File: src/rtl/codec_ctrl_pkg.sv
package codec_ctrl_pkg;
  localparam int ADDR_W   = 3;
  localparam int DATA_W   = 8;
  localparam int NUM_REGS = 1 << ADDR_W;

  localparam int GAIN_ADDR = 0;
  localparam int SIDE_ADDR = 1;
  localparam int DRV_ADDR  = 2;
  localparam int CTL1_ADDR = 3;
  localparam int CTL2_ADDR = 4;
  localparam int CCH_ADDR  = 5;
  localparam int DCH_ADDR  = 6;
  localparam int LOOP_ADDR = 7;

  // bit positions in the power/mute register
  localparam int PDF_BIT   = 7;
  localparam int PDD_BIT   = 6;
  localparam int SRST_BIT  = 5;
  localparam int TXM_BIT   = 3;
  localparam int RXM_BIT   = 2;
  localparam int TXB_BIT   = 1;
  localparam int RXB_BIT   = 0;

  // bit positions in the format register
  localparam int CEN_BIT   = 7;
  localparam int DEN_BIT   = 6;
  localparam int WIDE_BIT  = 5;
  localparam int LAW_BIT   = 4;
  localparam int SMAG_BIT  = 3;

  localparam int LPCM_BIT  = 3;
  localparam int LEN_BIT   = 2;

  typedef logic [DATA_W-1:0] byte_t;

  function automatic byte_t reg_wmask(input int idx);
    case (idx)
      GAIN_ADDR: reg_wmask = 8'hFF;
      SIDE_ADDR: reg_wmask = 8'h07;
      DRV_ADDR:  reg_wmask = 8'h01;
      CTL1_ADDR: reg_wmask = 8'hEF;
      CTL2_ADDR: reg_wmask = 8'hFF;
      CCH_ADDR:  reg_wmask = 8'hFF;
      DCH_ADDR:  reg_wmask = 8'hFF;
      LOOP_ADDR: reg_wmask = 8'h0C;
      default:   reg_wmask = 8'h00;
    endcase
  endfunction
endpackage

File: src/rtl/codec_rst_sync.sv
module codec_rst_sync #(
  parameter int STAGES = 2
) (
  input  logic clk_i,
  input  logic rst_ni,
  output logic rst_no
);
  logic [STAGES-1:0] sync_q;
  logic [STAGES-1:0] sync_d;

  always_comb begin
    sync_d = {sync_q[STAGES-2:0], 1'b1};
  end

  always_ff @(posedge clk_i or negedge rst_ni) begin
    if (!rst_ni) begin
      sync_q <= '0;
    end else begin
      sync_q <= sync_d;
    end
  end

  assign rst_no = sync_q[STAGES-1];
endmodule

File: src/rtl/codec_reg_bank.sv
module codec_reg_bank
  import codec_ctrl_pkg::*;
#(
  parameter int AW = ADDR_W,
  parameter int DW = DATA_W,
  parameter int NR = NUM_REGS
) (
  input  logic               clk_i,
  input  logic               rst_ni,
  input  logic               wr_en_i,
  input  logic [AW-1:0]      addr_i,
  input  logic [DW-1:0]      wdata_i,
  output logic [NR-1:0][DW-1:0] regs_o,
  output logic               srst_o
);
  localparam logic [AW-1:0] CTL1_A   = AW'(CTL1_ADDR);
  localparam logic [DW-1:0] SRST_VAL = DW'(1) << SRST_BIT;

  logic hit_ctl1;
  logic srst_q;
  logic srst_set;
  logic srst_clr;

  assign srst_q   = regs_o[CTL1_ADDR][SRST_BIT];
  assign hit_ctl1 = wr_en_i && (addr_i == CTL1_A);
  assign srst_set = hit_ctl1 && wdata_i[SRST_BIT];
  assign srst_clr = hit_ctl1 && !wdata_i[SRST_BIT] && srst_q;

  for (genvar gi = 0; gi < NR; gi++) begin : g_reg
    localparam logic [DW-1:0] MASK = DW'(reg_wmask(gi));
    localparam bit IS_CTL1 = (gi == CTL1_ADDR);
    logic [DW-1:0] reg_q;
    logic [DW-1:0] reg_d;
    logic          reg_en;

    always_comb begin
      reg_en = srst_set
             || (wr_en_i && (addr_i == AW'(gi)) && !srst_q)
             || (IS_CTL1 && srst_clr);
      if (srst_set) begin
        reg_d = IS_CTL1 ? SRST_VAL : '0;
      end else if (IS_CTL1 && srst_clr) begin
        reg_d = '0;
      end else begin
        reg_d = wdata_i & MASK;
      end
    end

    always_ff @(posedge clk_i or negedge rst_ni) begin
      if (!rst_ni) begin
        reg_q <= '0;
      end else if (reg_en) begin
        reg_q <= reg_d;
      end
    end

    assign regs_o[gi] = reg_q;
  end

  assign srst_o = srst_q;
endmodule

File: src/rtl/codec_rd_mux.sv
module codec_rd_mux
  import codec_ctrl_pkg::*;
#(
  parameter int AW = ADDR_W,
  parameter int DW = DATA_W,
  parameter int NR = NUM_REGS
) (
  input  logic                  rd_en_i,
  input  logic [AW-1:0]         addr_i,
  input  logic [NR-1:0][DW-1:0] regs_i,
  output logic [DW-1:0]         rdata_o
);
  always_comb begin
    rdata_o = '0;
    if (rd_en_i) begin
      rdata_o = regs_i[addr_i];
    end
  end
endmodule

File: src/rtl/codec_ctrl_decode.sv
module codec_ctrl_decode
  import codec_ctrl_pkg::*;
#(
  parameter int DW = DATA_W,
  parameter int NR = NUM_REGS
) (
  input  logic                  core_rst_ni,
  input  logic                  frame_strobe_i,
  input  logic [NR-1:0][DW-1:0] regs_i,
  output logic                  sdo_oe_o,
  output logic                  soft_rst_o,
  output logic                  full_pwrdn_o,
  output logic                  pd_front_o,
  output logic                  pd_drive_o,
  output logic                  tx_mute_o,
  output logic                  rx_mute_o,
  output logic                  tx_bank_o,
  output logic                  rx_bank_o,
  output logic [3:0]            rx_gain_o,
  output logic [3:0]            tx_gain_o,
  output logic [2:0]            side_gain_o,
  output logic                  drv_gain_o,
  output logic                  cch_en_o,
  output logic                  dch_en_o,
  output logic                  dch_wide_o,
  output logic                  alaw_o,
  output logic                  signmag_o,
  output logic [2:0]            clk_sel_o,
  output logic [DW-1:0]         cch_data_o,
  output logic [DW-1:0]         dch_data_o,
  output logic                  loop_en_o,
  output logic                  loop_pcm_o
);
  logic [DW-1:0] ctl1;
  logic [DW-1:0] ctl2;

  assign ctl1 = regs_i[CTL1_ADDR];
  assign ctl2 = regs_i[CTL2_ADDR];

  always_comb begin
    soft_rst_o   = ctl1[SRST_BIT];
    pd_front_o   = ctl1[PDF_BIT];
    pd_drive_o   = ctl1[PDD_BIT];
    tx_mute_o    = ctl1[TXM_BIT];
    rx_mute_o    = ctl1[RXM_BIT];
    tx_bank_o    = ctl1[TXB_BIT];
    rx_bank_o    = ctl1[RXB_BIT];
    full_pwrdn_o = !core_rst_ni || (ctl1[PDF_BIT] && ctl1[PDD_BIT]);
    sdo_oe_o     = frame_strobe_i && core_rst_ni && !ctl1[SRST_BIT]
                && !(ctl1[PDF_BIT] && ctl1[PDD_BIT]);

    rx_gain_o    = regs_i[GAIN_ADDR][7:4];
    tx_gain_o    = regs_i[GAIN_ADDR][3:0];
    side_gain_o  = regs_i[SIDE_ADDR][2:0];
    drv_gain_o   = regs_i[DRV_ADDR][0];

    cch_en_o     = ctl2[CEN_BIT];
    dch_en_o     = ctl2[DEN_BIT];
    dch_wide_o   = ctl2[WIDE_BIT];
    alaw_o       = ctl2[LAW_BIT];
    signmag_o    = ctl2[SMAG_BIT];
    clk_sel_o    = ctl2[2:0];

    cch_data_o   = regs_i[CCH_ADDR];
    dch_data_o   = regs_i[DCH_ADDR];
    loop_en_o    = regs_i[LOOP_ADDR][LEN_BIT];
    loop_pcm_o   = regs_i[LOOP_ADDR][LPCM_BIT];
  end
endmodule

File: src/rtl/codec_ctrl_regfile.sv
module codec_ctrl_regfile
  import codec_ctrl_pkg::*;
#(
  parameter int SYNC_STAGES = 2
) (
  input  logic              clk_i,
  input  logic              rst_ni,
  input  logic [ADDR_W-1:0] addr_i,
  input  logic [DATA_W-1:0] wdata_i,
  input  logic              wr_en_i,
  input  logic              rd_en_i,
  output logic [DATA_W-1:0] rdata_o,
  input  logic              frame_strobe_i,
  output logic              sdo_oe_o,
  output logic              soft_rst_o,
  output logic              full_pwrdn_o,
  output logic              pd_front_o,
  output logic              pd_drive_o,
  output logic              tx_mute_o,
  output logic              rx_mute_o,
  output logic              tx_bank_o,
  output logic              rx_bank_o,
  output logic [3:0]        rx_gain_o,
  output logic [3:0]        tx_gain_o,
  output logic [2:0]        side_gain_o,
  output logic              drv_gain_o,
  output logic              cch_en_o,
  output logic              dch_en_o,
  output logic              dch_wide_o,
  output logic              alaw_o,
  output logic              signmag_o,
  output logic [2:0]        clk_sel_o,
  output logic [DATA_W-1:0] cch_data_o,
  output logic [DATA_W-1:0] dch_data_o,
  output logic              loop_en_o,
  output logic              loop_pcm_o
);
  logic                            core_rst_n;
  logic [NUM_REGS-1:0][DATA_W-1:0] regs;
  logic                            srst_unused;

  codec_rst_sync #(.STAGES(SYNC_STAGES)) u_rst_sync (
    .clk_i  (clk_i),
    .rst_ni (rst_ni),
    .rst_no (core_rst_n)
  );

  codec_reg_bank u_bank (
    .clk_i   (clk_i),
    .rst_ni  (core_rst_n),
    .wr_en_i (wr_en_i),
    .addr_i  (addr_i),
    .wdata_i (wdata_i),
    .regs_o  (regs),
    .srst_o  (srst_unused)
  );

  codec_rd_mux u_rd_mux (
    .rd_en_i (rd_en_i),
    .addr_i  (addr_i),
    .regs_i  (regs),
    .rdata_o (rdata_o)
  );

  codec_ctrl_decode u_decode (
    .core_rst_ni    (core_rst_n),
    .frame_strobe_i (frame_strobe_i),
    .regs_i         (regs),
    .sdo_oe_o       (sdo_oe_o),
    .soft_rst_o     (soft_rst_o),
    .full_pwrdn_o   (full_pwrdn_o),
    .pd_front_o     (pd_front_o),
    .pd_drive_o     (pd_drive_o),
    .tx_mute_o      (tx_mute_o),
    .rx_mute_o      (rx_mute_o),
    .tx_bank_o      (tx_bank_o),
    .rx_bank_o      (rx_bank_o),
    .rx_gain_o      (rx_gain_o),
    .tx_gain_o      (tx_gain_o),
    .side_gain_o    (side_gain_o),
    .drv_gain_o     (drv_gain_o),
    .cch_en_o       (cch_en_o),
    .dch_en_o       (dch_en_o),
    .dch_wide_o     (dch_wide_o),
    .alaw_o         (alaw_o),
    .signmag_o      (signmag_o),
    .clk_sel_o      (clk_sel_o),
    .cch_data_o     (cch_data_o),
    .dch_data_o     (dch_data_o),
    .loop_en_o      (loop_en_o),
    .loop_pcm_o     (loop_pcm_o)
  );
endmodule

File: config.mk
export PLATFORM = sky130hd
export DESIGN_NAME = codec_ctrl_regfile
export DESIGN_NICKNAME = d
export VERILOG_FILES = /design/src/rtl/codec_ctrl_pkg.sv /design/src/rtl/codec_rst_sync.sv /design/src/rtl/codec_reg_bank.sv /design/src/rtl/codec_rd_mux.sv /design/src/rtl/codec_ctrl_decode.sv /design/src/rtl/codec_ctrl_regfile.sv
export SDC_FILE = /design/constraint.sdc
export NUM_CORES = 1
export LEC_CHECK = 0
export BUFFER_PORTS_ARGS = -buffer_cell sky130_fd_sc_hd__clkbuf_2
export CORE_ASPECT_RATIO = 1.2
export CORE_MARGIN = 8
export CORE_UTILIZATION = 30
export DETAILED_ROUTE_END_ITERATION = 16
export PLACE_DENSITY_LB_ADDON = 0.12
export SYNTH_ARGS = -nofsm -noshare
export SYNTH_HDL_FRONTEND = slang
export SYNTH_HIERARCHICAL = 1
export SYNTH_SLANG_ARGS = --single-unit
File: constraint.sdc
create_clock -name clk_i -period 2.55 [get_ports clk_i]
set_input_delay 0.51 -clock clk_i [delete_from_list [all_inputs] [get_ports clk_i]]
set_output_delay 0.51 -clock clk_i [all_outputs]
set_load 0.005 [all_outputs]
* Yosys cells after proc, flatten, opt, wreduce, memory -nomap -nowiden
Index checks and enable logic that the tools add are counted.
** Storage, ports and cells
- Output and inout port bits :: 55
- Logic and storage cells :: 64
- Flip-flop bits (word level) :: 66
- Input port bits :: 16
** Operators by class
- Eq/ne operators :: 7
- Reduce and logical (&&, ||, !) cells :: 38
- $lt $le $gt $ge :: 1
- Muxes and demuxes :: 9
** Operators by type and width (count)
- 8-bit two-way mux :: 5
- 8-bit binary-select mux with 3-bit select :: 1
- 1-bit logical AND :: 23
- 3-bit == test (second input constant) :: 4
- 1-bit logical OR :: 10
- 3-bit by 2-bit == test with 1-bit output (second input constant) :: 2
- 1-bit logical NOT :: 4
- 3-bit by 4-bit < comparator with 1-bit output (second input constant) :: 1
- 4-bit two-way mux :: 1
- 3-bit by 1-bit == test with 1-bit output (second input constant) :: 1
- 3-bit logical NOT :: 1
- 3-bit two-way mux :: 1
- 1-bit two-way mux :: 1

* Logic depth before layout (Yosys ltp)
Gate-level depths: netlist of run 1.
- Depth in word-level cells :: 6
- Gate-level depth with buffers :: 6
- Mapped depth without buffers :: 3

* By module
Netlist of run 1, hierarchy kept.
** Modules (own cells, without submodules)
- codec_reg_bank :: times used 1, area each 2228.4 um^2, cells each 235
- codec_rd_mux :: times used 1, area each 553.0 um^2, cells each 38
- codec_ctrl_decode :: times used 1, area each 360.3 um^2, cells each 47
- codec_rst_sync :: times used 1, area each 53.8 um^2, cells each 3

* Least setup slack after synthesis of run 1
No wires, ideal clock.
- Kind :: reg2out
- Start point :: reg u_rst_sync.sync_q[1]
- End point :: out sdo_oe_o
- Buffers on the path :: 0
- Stages on the path, launching flop included :: 3
- Data required time :: 2040 ps
- Slack :: 264 ps
- Arrival time :: 1776 ps
- Path through :: dfrtp_1 -> a21bo_2 -> nor3b_2
** Between the ends
- Longest elaborated chain between the ends :: 3
** Ends and longest elaborated chain
- start: declaration :: RTL line codec_rst_sync.sv:8 : logic [STAGES-1:0] sync_q;
- start signal: assignment :: RTL line codec_rst_sync.sv:19 : sync_q <= sync_d;
- 1-bit logical AND (2 in a row) :: RTL line codec_ctrl_decode.sv:49 : sdo_oe_o = frame_strobe_i && core_rst_ni && !ctl1[SRST_BIT]
- 1-bit logical AND :: RTL line codec_ctrl_decode.sv:50 : && !(ctl1[PDF_BIT] && ctl1[PDD_BIT]);
- end: declaration :: RTL line codec_ctrl_regfile.sv:14 : output logic sdo_oe_o,
Every way passes these cells.

* Worst setup path after layout of run 1
- Start point :: in addr_i[1]
- End point :: out rdata_o[4]
** Between the ends
- Longest elaborated chain between the ends :: 3
** Ends and longest elaborated chain
- start: declaration :: RTL line codec_ctrl_regfile.sv:8 : input logic [ADDR_W-1:0] addr_i,
- 8-bit binary-select mux with 3-bit select :: RTL line codec_rd_mux.sv:16 : rdata_o = regs_i[addr_i];
- 8-bit two-way mux (implied by the code) :: RTL line codec_rd_mux.sv:16
- 8-bit two-way mux :: RTL line codec_rd_mux.sv:15 : if (rd_en_i) begin
- end: declaration :: RTL line codec_ctrl_regfile.sv:12 : output logic [DATA_W-1:0] rdata_o,
Every way passes these cells. The select of a mux whose other input is x is not followed.

==> metrics.csv, run 1 <==
stage,metric,value,unit
status,status,"complete, no violations",
floorplanning,die_area,14220,um2
routing,vias,2348,
clocking,cts_buffers,5,
yosys,synth_top_family_by_area,buffers and inverters,
yosys,synthAdderAreaFrac,0,%
routing,finalWirelength,9625,um
placed_design,numPortBuffers,70,
sta,relSlewSlack,46.39,%
finish,drive_gt1_share,34.20,%
floorplanning,ios,71,
yosys,synth-compound-area-share,14.68,%
clocking,clockBufferDepth,2,
sta,worst_slack,244.2,ps
clocking,clock_sinks,47,
yosys,synth-simple-area-share,12.57,%
yosys,yosys_register_bits,47,
pwr,power.share.sequential,42.3,%
clocking,cts_tree,built,
grt,grt_use_total,13.77,%
clocking,insertion_delay,290,ps
placed_design,dpl_cell_area,3238,um2
setup_path,crit_top_cell,clkbuf_2,
setup_path,cp_cell_sequence,"clkbuf_2, buf_12, mux4_2, mux2i_1, nor2_1, clkbuf_2",
routing,wl_per_cell,20.31,um
sta,fin_crit,2306,ps
pwr,leakage,1.568,nW
setup_path,path_class,in -> out,
pwr,p_int,0.001701,W
sta,rsz0062_at_grt,false,
setup_path,critPathSlowestCell,mux4_2,
yosys,synthesis.area,3196,um2
pwr,combPwrFrac,26.0,%
yosys,muxShareOfSynthArea,14.72,%
sta,hold_viol_final,0,
floorplanning,fp.dieH,129.1,um
setup_path,cp_max_fo,16,
finish,final_nets,360,
clocking,htreeDepth,2,
placed_design,dp_hpwl,7064,um
sta,maxSlewViolCount,0,
routing,drc_errors,0,
pwr,p_sw_share,30.96,%
clocking,ctsRootBufferMaster,clkbuf_16,
yosys,yosys.area_share.xor_xnor,0,%
clocking,cts.reportedPaths.clkPinSlew,70,ps
sta,skew,6.579,ps
worst_hold_path,hold_path_class,reg -> reg,
floorplanning,rows,41,
yosys,yosys_warnings,6,
yosys,synth_cell_types,34,
flow_run,drv_cap,0,
setup_path,cp.arrival,1800,ps
grt,grt.overflow.total,0,
yosys,seq_area_frac_synth,36.81,%
floorplanning,start_util,30.54,%
setup_path,worstSetupStartpointType,input port,
sta,tightest_slew,804.1,ps
grt,antenna_found_initial,0,
routing,firstDrtPassIters,5,
setup_path,end_kind,primary output,
finish,finalInstanceArea,3422,um2
clocking,post-cts-setup-buffers,0,
yosys,synth.avg_cell_area,9.893,um2
pwr,p_switching,0.0007627,W
pwr,power_density,720.0,nW/um2
routing,vias_per_cell,4.954,
placed_design,routabilityCongestion,0.7434,
sta,fmax,433.7,MHz
placed_design,pre_cts_slack,208.7,ps
pwr,ir_worst_vdd,0.0002698,V
floorplanning,die-width,110.2,um
grt,grt_pass1_wl,14640,um
sta,min_period_over_period,90.42,%
grt,grt_pass1_vias,2348,
finish,area_delta_synth_final,7.087,%
setup_path,slowest_delay,510,ps
routing,antenna_left,0,
floorplanning,core-area,10470,um2
yosys,syn_inst,323,
grt,grt_max_degree,46,
routing,drt_iter0_drc,130,
finish,diodes,0,
sta,fin_setup_tns,0,ps
pwr,clkPwrFrac,31.7,%
sta,setup_viol,0,
setup_path,cp.required,2040,ps
==> placed cells by master, fill, tap and decap left out, types with 2 or more instances in the layout <==
master     instances
nor3b_2            2
nor2_1            10
nand2_1           13
mux4_2             8
buf_4             11
o21ai_0           23
a21oi_1           38
inv_1              2
buf_12             2
mux2i_1            8
clkbuf_2          70
nand4_1            3
nand3_1           36
o21ai_1           11
o21ai_2            8
conb_1            20
clkbuf_16          5
dfrtp_1           46
mux4_1             8
a21bo_2            3
==> Yosys cell counts (all sizes together) <==
cell,n,area (um2)
mux2i,8,80.08
mux4,16,390.4
and3,1,6.260
or3,1,6.260
nor2b,1,6.260
a21bo,3,30.03
and2,1,6.260
nand3b,1,7.510
nand3,36,180.2
o21ai,42,240.2
a21o,1,8.760
and2b,1,8.760
conb,2,7.510
a21oi,38,190.2
dfrtp,47,1176
nor3,1,16.27
or3b,1,8.760
inv,2,7.510
buf,83,643.1
or2,1,6.260
nand4,3,18.77
clkbuf,5,20.01
nand2b,1,6.260
nand2,13,48.80
nor3b,2,25.02
nand4b,1,8.760
nor2,11,41.29
==> metrics by stage <==
step	hold WS, ps	util (%)	instances	total power [W]
2_1_floorplan	214.4	-	341	0.001598
3_3_place_gp	303.7	30.94	465	0.001718
3_5_place_dp	305.7	30.94	465	0.001722
4_1_cts	351.6	32.70	474	0.002502
5_1_grt	358.5	32.70	474	0.002612
6_report	348.0	32.70	474	0.002464
==> power by group through the flow <==
stage	clock (W)	combinational (W)	sequential, W
after floorplan	0	0.000610	0.000988
after detailed placement	0	0.000656	0.00107
after CTS	0.000792	0.000658	0.00105
after global routing	0.000823	0.000720	0.00107
after global placement	0	0.000652	0.00107
final	0.000780	0.000642	0.00104
==> path summary, 6_finish.rpt <==
kind / startpoint / end / slack, ps / depth (start not counted)
worst max register to register: u_bank/g_reg[3].reg_q[5]$_DFFE_PN0P_ / u_bank/g_reg[4].reg_q[0]$_DFFE_PN0P_ / 710 / 3
max in group asynchronous: u_rst_sync/sync_q[1]$_DFF_PN0_ / u_bank/g_reg[5].reg_q[4]$_DFFE_PN0P_ / 1690 / 1
worst min-delay path: u_rst_sync/sync_q[0]$_DFF_PN0_ / u_rst_sync/sync_q[1]$_DFF_PN0_ / 350 / 0
min in group asynchronous: u_rst_sync/sync_q[1]$_DFF_PN0_ / u_bank/g_reg[4].reg_q[4]$_DFFE_PN0P_ / 440 / 1
worst max-delay path: addr_i[1] / rdata_o[4] / 240 / 6
worst min register to register: u_rst_sync/sync_q[0]$_DFF_PN0_ / u_rst_sync/sync_q[1]$_DFF_PN0_ / 350 / 0
==> final cells by class <==
class / instances / area (um2)
Clock inverter: 2 / 35.03
Sequential cell: 47 / 1177
Timing Repair Buffer: 84 / 483.0
Clock buffer: 6 / 138.9
Multi-Input combinational cell: 204 / 1419
Tap cell: 129 / 161.4
Inverter: 2 / 7.507
Fill cell: 1159 / 7043
==> critical path: cells and delay by family <==
kind                   cells  cell delay, ps
buffers and inverters      3             500
and+or+nand+nor            1              70
muxes                      2             710
==> layer usage <==
layer,part of all wire [%],wire length [um],GRT usage (%),vias up
met4,0.98,94,3.299,0
met2,50,4825,23.03,60
met3,5.7,548,3.080,6
met5,0,0,0,-
met1,43,4156,17.52,1166
li1,-,-,-,1116
==> state kept, by name, summed over array words and instances (netlist names) <==
signal	flops
u_bank/g.reg_q	45
u_rst_sync/sync_q	2
==> kinds of logic (layout without fill, tap and decap cells) <==
| family | after synthesis | count (layout) |
|---|---|---|
| buffers and inverters | 90 | 94 |
| AO/OA/AOI/OAI | 84 | 84 |
| flip-flops | 47 | 47 |
| other | 2 | 20 |
| AND/OR/NAND/NOR | 76 | 76 |
| multiplexers | 24 | 24 |
==> repair_timing <==
action	CTS	global route
hold buffers	1	0
gates resized for setup	0	0
hold endpoints to repair	2	0
Note: power is estimated with default switching activity, not from simulation.
==> inputs of run 2 (changes only) <==
==> constraint.sdc (replaced) <==
create_clock -name clk_i -period 2.86 [get_ports clk_i]
set_input_delay 0.572 -clock clk_i [delete_from_list [all_inputs] [get_ports clk_i]]
set_output_delay 0.572 -clock clk_i [all_outputs]
set_load 0.005 [all_outputs]
==> metrics.csv, run 2 (synthesized netlist as in run 1, its figures left out) <==
stage,metric,value,unit
routing,wl_met3,685,um
sta,fin_setup_tns,0,ps
setup_path,crit_family,multiplexers,
worst_hold_path,hold_path_class,in -> async,
routing,antenna_left,0,
grt,grt_pass1_vias,2324,
floorplanning,rows,41,
floorplanning,die_area,14220,um2
placed_design,routabilityCongestion,0.7580,
setup_path,cp.arrival,1880,ps
setup_path,slowest_delay,590,ps
clocking,cts_tree,built,
floorplanning,fp.dieH,129.1,um
grt,grt.overflow.total,0,
finish,layout_commonest_cell,clkbuf_2,
finish,diodes,0,
setup_path,worstSetupStartpointType,input port,
routing,met1_length,3872,um
sta,fin_crit,2448,ps
sta,tightest_slew,796.3,ps
sta,fmax,408.5,MHz
finish,area_delta_synth_final,4.189,%
floorplanning,ios,71,
clocking,ctsRootBufferMaster,clkbuf_16,
clocking,cts_buffers,5,
routing,finalWirelength,9401,um
status,status,"complete, no violations",
setup_path,critPathSlowestCell,mux4_1,
routing,wl_per_cell,20.17,um
finish,largest_reg_flops,45,
clocking,clockBufferDepth,2,
setup_path,cp_num_buf_inv,3,
sta,rsz0062_at_grt,false,
finish,fill_cells,1152,
setup_path,crit_top_cell,clkbuf_2,
routing,maxUsedRoutingLayer,met4,
grt,grt_pass1_wl,14300,um
placed_design,numPortBuffers,70,
routing,vias_per_cell,5.101,
placed_design,dp_hpwl,6816,um
finish,largest_register,u_bank/g.reg_q,
sta,maxSlewViolCount,0,
setup_path,end_kind,primary output,
placed_design,pre_cts_slack,402.0,ps
clocking,insertion_delay,290,ps
finish,final_cell_mix,"clkbuf_2, dfrtp_1, a21oi_1",
routing,firstDrtPassIters,4,
sta,hold-worst-slack,61.62,ps
sta,hold_viol_final,0,
sta,skew,6.816,ps
clocking,post-cts-setup-buffers,0,
pwr,total_power,0.002044,W
finish,final_nets,354,
sta,min_period_over_period,85.59,%
floorplanning,start_util,30.54,%
clocking,ctsHoldBuffers,0,
routing,dr_wl_met2,4715,um
clocking,htreeDepth,2,
setup_path,cp_max_fo,24,
grt,antenna_found_initial,0,
flow_run,drv_cap,0,
setup_path,cp.required,2290,ps
pwr,ir_worst_vdd,0.0002234,V
floorplanning,core-area,10470,um2
clocking,cts.reportedPaths.clkPinSlew,60,ps
sta,worst_slack,412.2,ps
sta,relSlewSlack,46.72,%
pwr,power_density,613.9,nW/um2
finish,reg_top3,"u_bank/g.reg_q: 45 flops, u_rst_sync/sync_q: 2 flops",
grt,grt_use_total,13.50,%
finish,drive_gt1_share,32.64,%
setup_path,cp_cell_sequence,"clkbuf_2, buf_12, mux4_1, mux2i_1, nor2_1, clkbuf_2",
clocking,clock_sinks,47,
pwr,leakage,1.515,nW
grt,grt_max_degree,46,
floorplanning,die-width,110.2,um
clocking,ctsResizeCount,0,
routing,vias,2377,
sta,setup_viol,0,
routing,drc_errors,0,
setup_path,path_class,in -> out,
routing,drt_iter0_drc,100,
run 2: cell count changes in the layout (fill, tap and decap cells not counted), sizes merged:
cell         previous run  this run
dlygate4sd3             1         0
clkinv                  1         0
buf                    13         8
bufinv                  1         0
run 2: worst reg2reg max path, stage by stage (launching register included):
cell and delay, ps:
dfrtp_1 590, or3_1 790, o21ai_0 290, a21oi_1 100
run 2: worst paths after layout:
check	start	end	slack [ps]	cells after the start
worst min register to register	u_rst_sync/sync_q[0]$_DFF_PN0_	u_rst_sync/sync_q[1]$_DFF_PN0_	350	0
worst max-delay path	addr_i[1]	rdata_o[4]	410	6
min in group clk_i	u_rst_sync/sync_q[0]$_DFF_PN0_	u_rst_sync/sync_q[1]$_DFF_PN0_	350	0
worst min-delay path	rst_ni	u_rst_sync/sync_q[1]$_DFF_PN0_	60	1
worst max register to register	u_bank/g_reg[3].reg_q[5]$_DFFE_PN0P_	u_bank/g_reg[4].reg_q[2]$_DFFE_PN0P_	960	3
max in group asynchronous	u_rst_sync/sync_q[1]$_DFF_PN0_	u_bank/g_reg[0].reg_q[6]$_DFFE_PN0P_	1990	1
run 2: routing by layer:
metal	GRT usage, %	up-vias
met3	3.328	9
li1	-	1097
met1	17.24	1175
met4	4.163	0
met5	0	-
met2	21.87	96
run 2: final cells by class:
cell class                 count  area, um2  share of cell area, %
timing repair buffer          78      435.4                  13.08
multi-input combinational    204       1419                  42.62
inverter                       2      7.507                 0.2255
tap                          129      161.4                  4.848
sequential                    47       1177                  35.36
clock buffer                   6      128.9                  3.871
run 2: stage by stage:
stage	instance area (um2)	util (%)	std cells
floorplan	3263	-	341
global placement	3201	30.58	460
detailed placement	3201	30.58	460
CTS	3329	31.81	466
global route	3329	31.81	466
finish	3329	31.81	466
run 2: power by group:
part,switching [W],total (W),internal (W)
combinational,0.000283,0.000565,0.000282
sequential,0.000131,0.000924,0.000793
clock,0.000240,0.000555,0.000315
total,0.000654,0.00204,0.00139
==> inputs of run 3 (changes only) <==
--- a/config.mk
+++ b/config.mk
@@ -11,7 +11,9 @@
 export CORE_UTILIZATION = 30
 export DETAILED_ROUTE_END_ITERATION = 16
 export PLACE_DENSITY_LB_ADDON = 0.12
+export RECOVER_POWER = 50
 export SYNTH_ARGS = -nofsm -noshare
 export SYNTH_HDL_FRONTEND = slang
 export SYNTH_HIERARCHICAL = 1
 export SYNTH_SLANG_ARGS = --single-unit
+export TNS_END_PERCENT = 100
==> metrics.csv, run 3 (synthesized netlist as in run 1, its figures left out) <==
stage,metric,value,unit
clocking,htreeDepth,2,
routing,firstDrtPassIters,4,
clocking,cts_tree,built,
routing,vias_per_cell,5.043,
floorplanning,fp.dieH,129.1,um
finish,layout_commonest_cell,clkbuf_2,
sta,fin_setup_tns,0,ps
status,status,"complete, no violations",
grt,gr-usage-met2,21.87,%
floorplanning,rows,41,
grt,grt_pass1_vias,2324,
grt,use_met3,3.328,%
clocking,ctsRootBufferMaster,clkbuf_16,
setup_path,r2r_start,u_bank/g_reg[3].reg_q[5]$_DFFE_PN0P_,
placed_design,numPortBuffers,70,
routing,wl_per_cell,20.33,um
setup_path,path_class,in -> out,
placed_design,dp_hpwl,6816,um
finish,drive_gt1_share,26.41,%
sta,hold-worst-slack,66.52,ps
clocking,post-cts-setup-buffers,0,
clocking,cts_buffers,5,
sta,fin_crit,2442,ps
sta,rsz0062_at_grt,false,
grt,met1_usage,17.24,%
routing,vias,2350,
setup_path,crit_end,rdata_o[4],
floorplanning,die_area,14220,um2
finish,multi_input_area,1419,um2
sta,min_period_over_period,85.38,%
setup_path,worstSetupStartpoint,addr_i[1],
sta,fmax,409.5,MHz
setup_path,rr_worst_depth,3,
setup_path,r2r-end,u_bank/g_reg[4].reg_q[2]$_DFFE_PN0P_,
finish,fill_cells,1152,
setup_path,cp.required,2290,ps
grt,grt_use_total,13.50,%
clocking,clock_sinks,47,
finish,largest_reg_flops,45,
grt,gr-max-usage-layer,met2,
setup_path,worstSetupStartpointType,input port,
setup_path,cp_max_fo,24,
grt,antenna_found_initial,0,
clocking,cts.reportedPaths.clkPinSlew,60,ps
sta,maxSlewViolCount,0,
sta,setup_viol,0,
clocking,clockBufferDepth,2,
pwr,power_density,615.7,nW/um2
finish,reg_top3,"u_bank/g.reg_q: 45 flops, u_rst_sync/sync_q: 2 flops",
floorplanning,die-width,110.2,um
setup_path,end_kind,primary output,
setup_path,r2r_slack,970,ps
finish,seq_area,1177,um2
clocking,ctsResizeCount,0,
pwr,ir_worst_vdd,0.0002225,V
clocking,insertion_delay,290,ps
clocking,ctsHoldBuffers,0,
floorplanning,ios,71,
routing,antenna_left,0,
floorplanning,start_util,30.54,%
sta,relSlewSlack,19.16,%
sta,hold_viol_final,0,
grt,grt.overflow.total,0,
worst_hold_path,hold_path_class,in -> async,
pwr,leakage,1.447,nW
floorplanning,core-area,10470,um2
finish,final_cell_mix,"clkbuf_2, dfrtp_1, a21oi_1",
finish,area_delta_synth_final,3.289,%
finish,diodes,0,
grt,grt_pass1_wl,14300,um
placed_design,routabilityCongestion,0.7580,
routing,drt_iter0_drc,108,
flow_run,drv_cap,0,
grt,grt_max_degree,46,
finish,final_nets,354,
finish,largest_register,u_bank/g.reg_q,
sta,tightest_slew,1213,ps
sta,skew,6.100,ps
routing,finalWirelength,9473,um
setup_path,cp.arrival,1870,ps
routing,drc_errors,0,
run 3: cell types whose count changed in the layout (fill, tap and decap cells not counted):
cell      delta
buf_4        -1
clkbuf_1    +21
clkbuf_2    -20
run 3: where the power goes:
part	switching [W]	total (W)	internal, W
clock	0.000241	0.000556	0.000315
sequential	0.000131	0.000924	0.000793
combinational	0.000284	0.000552	0.000268
run 3: how the worst min path moves through the flow:
stage	startpoint	endpoint	slack, ps	cells after the start
3_5_place_dp	u_rst_sync/sync_q[0]$_DFF_PN0_	u_rst_sync/sync_q[1]$_DFF_PN0_	340	0
5_1_grt	rst_ni	u_rst_sync/sync_q[1]$_DFF_PN0_	60	1
2_1_floorplan	rst_ni	u_rst_sync/sync_q[0]$_DFF_PN0_	280	0
6_report	rst_ni	u_rst_sync/sync_q[1]$_DFF_PN0_	70	1
3_3_place_gp	u_rst_sync/sync_q[0]$_DFF_PN0_	u_rst_sync/sync_q[1]$_DFF_PN0_	330	0
4_1_cts	rst_ni	u_rst_sync/sync_q[1]$_DFF_PN0_	60	1
run 3: cell type report:
cell class / instances / share of cell area (%)
multi-input combinational: 204 / 42.99
clock buffer: 6 / 3.904
inverter: 2 / 0.2274
sequential: 47 / 35.67
timing repair buffer: 78 / 12.32
tap: 129 / 4.890
run 3: metrics by stage:
step           total power [W]  setup WS (ps)  utilization [%]  instance area [um2]  instances
3_5_place_dp          0.001525          402.0            30.58                 3201        460
5_1_grt               0.002166          319.3            31.54                 3301        466
6_report              0.002032          418.1            31.54                 3301        466
4_1_cts               0.002087          399.9            31.81                 3329        466
2_1_floorplan         0.001425          511.7                -                 3263        341
3_3_place_gp          0.001519          395.6            30.58                 3201        460
run 3: metal layers:
layer	vias to the layer above	routed length [um]
li1	1092	-
met1	1173	4001
met2	80	4727
met3	5	632
met4	0	112
met5	-	0
run 3: critical path: stages:
cell	delay, ps
clkbuf_2	100
buf_12	190
mux4_1	590
mux2i_1	220
nor2_1	70
clkbuf_2	120
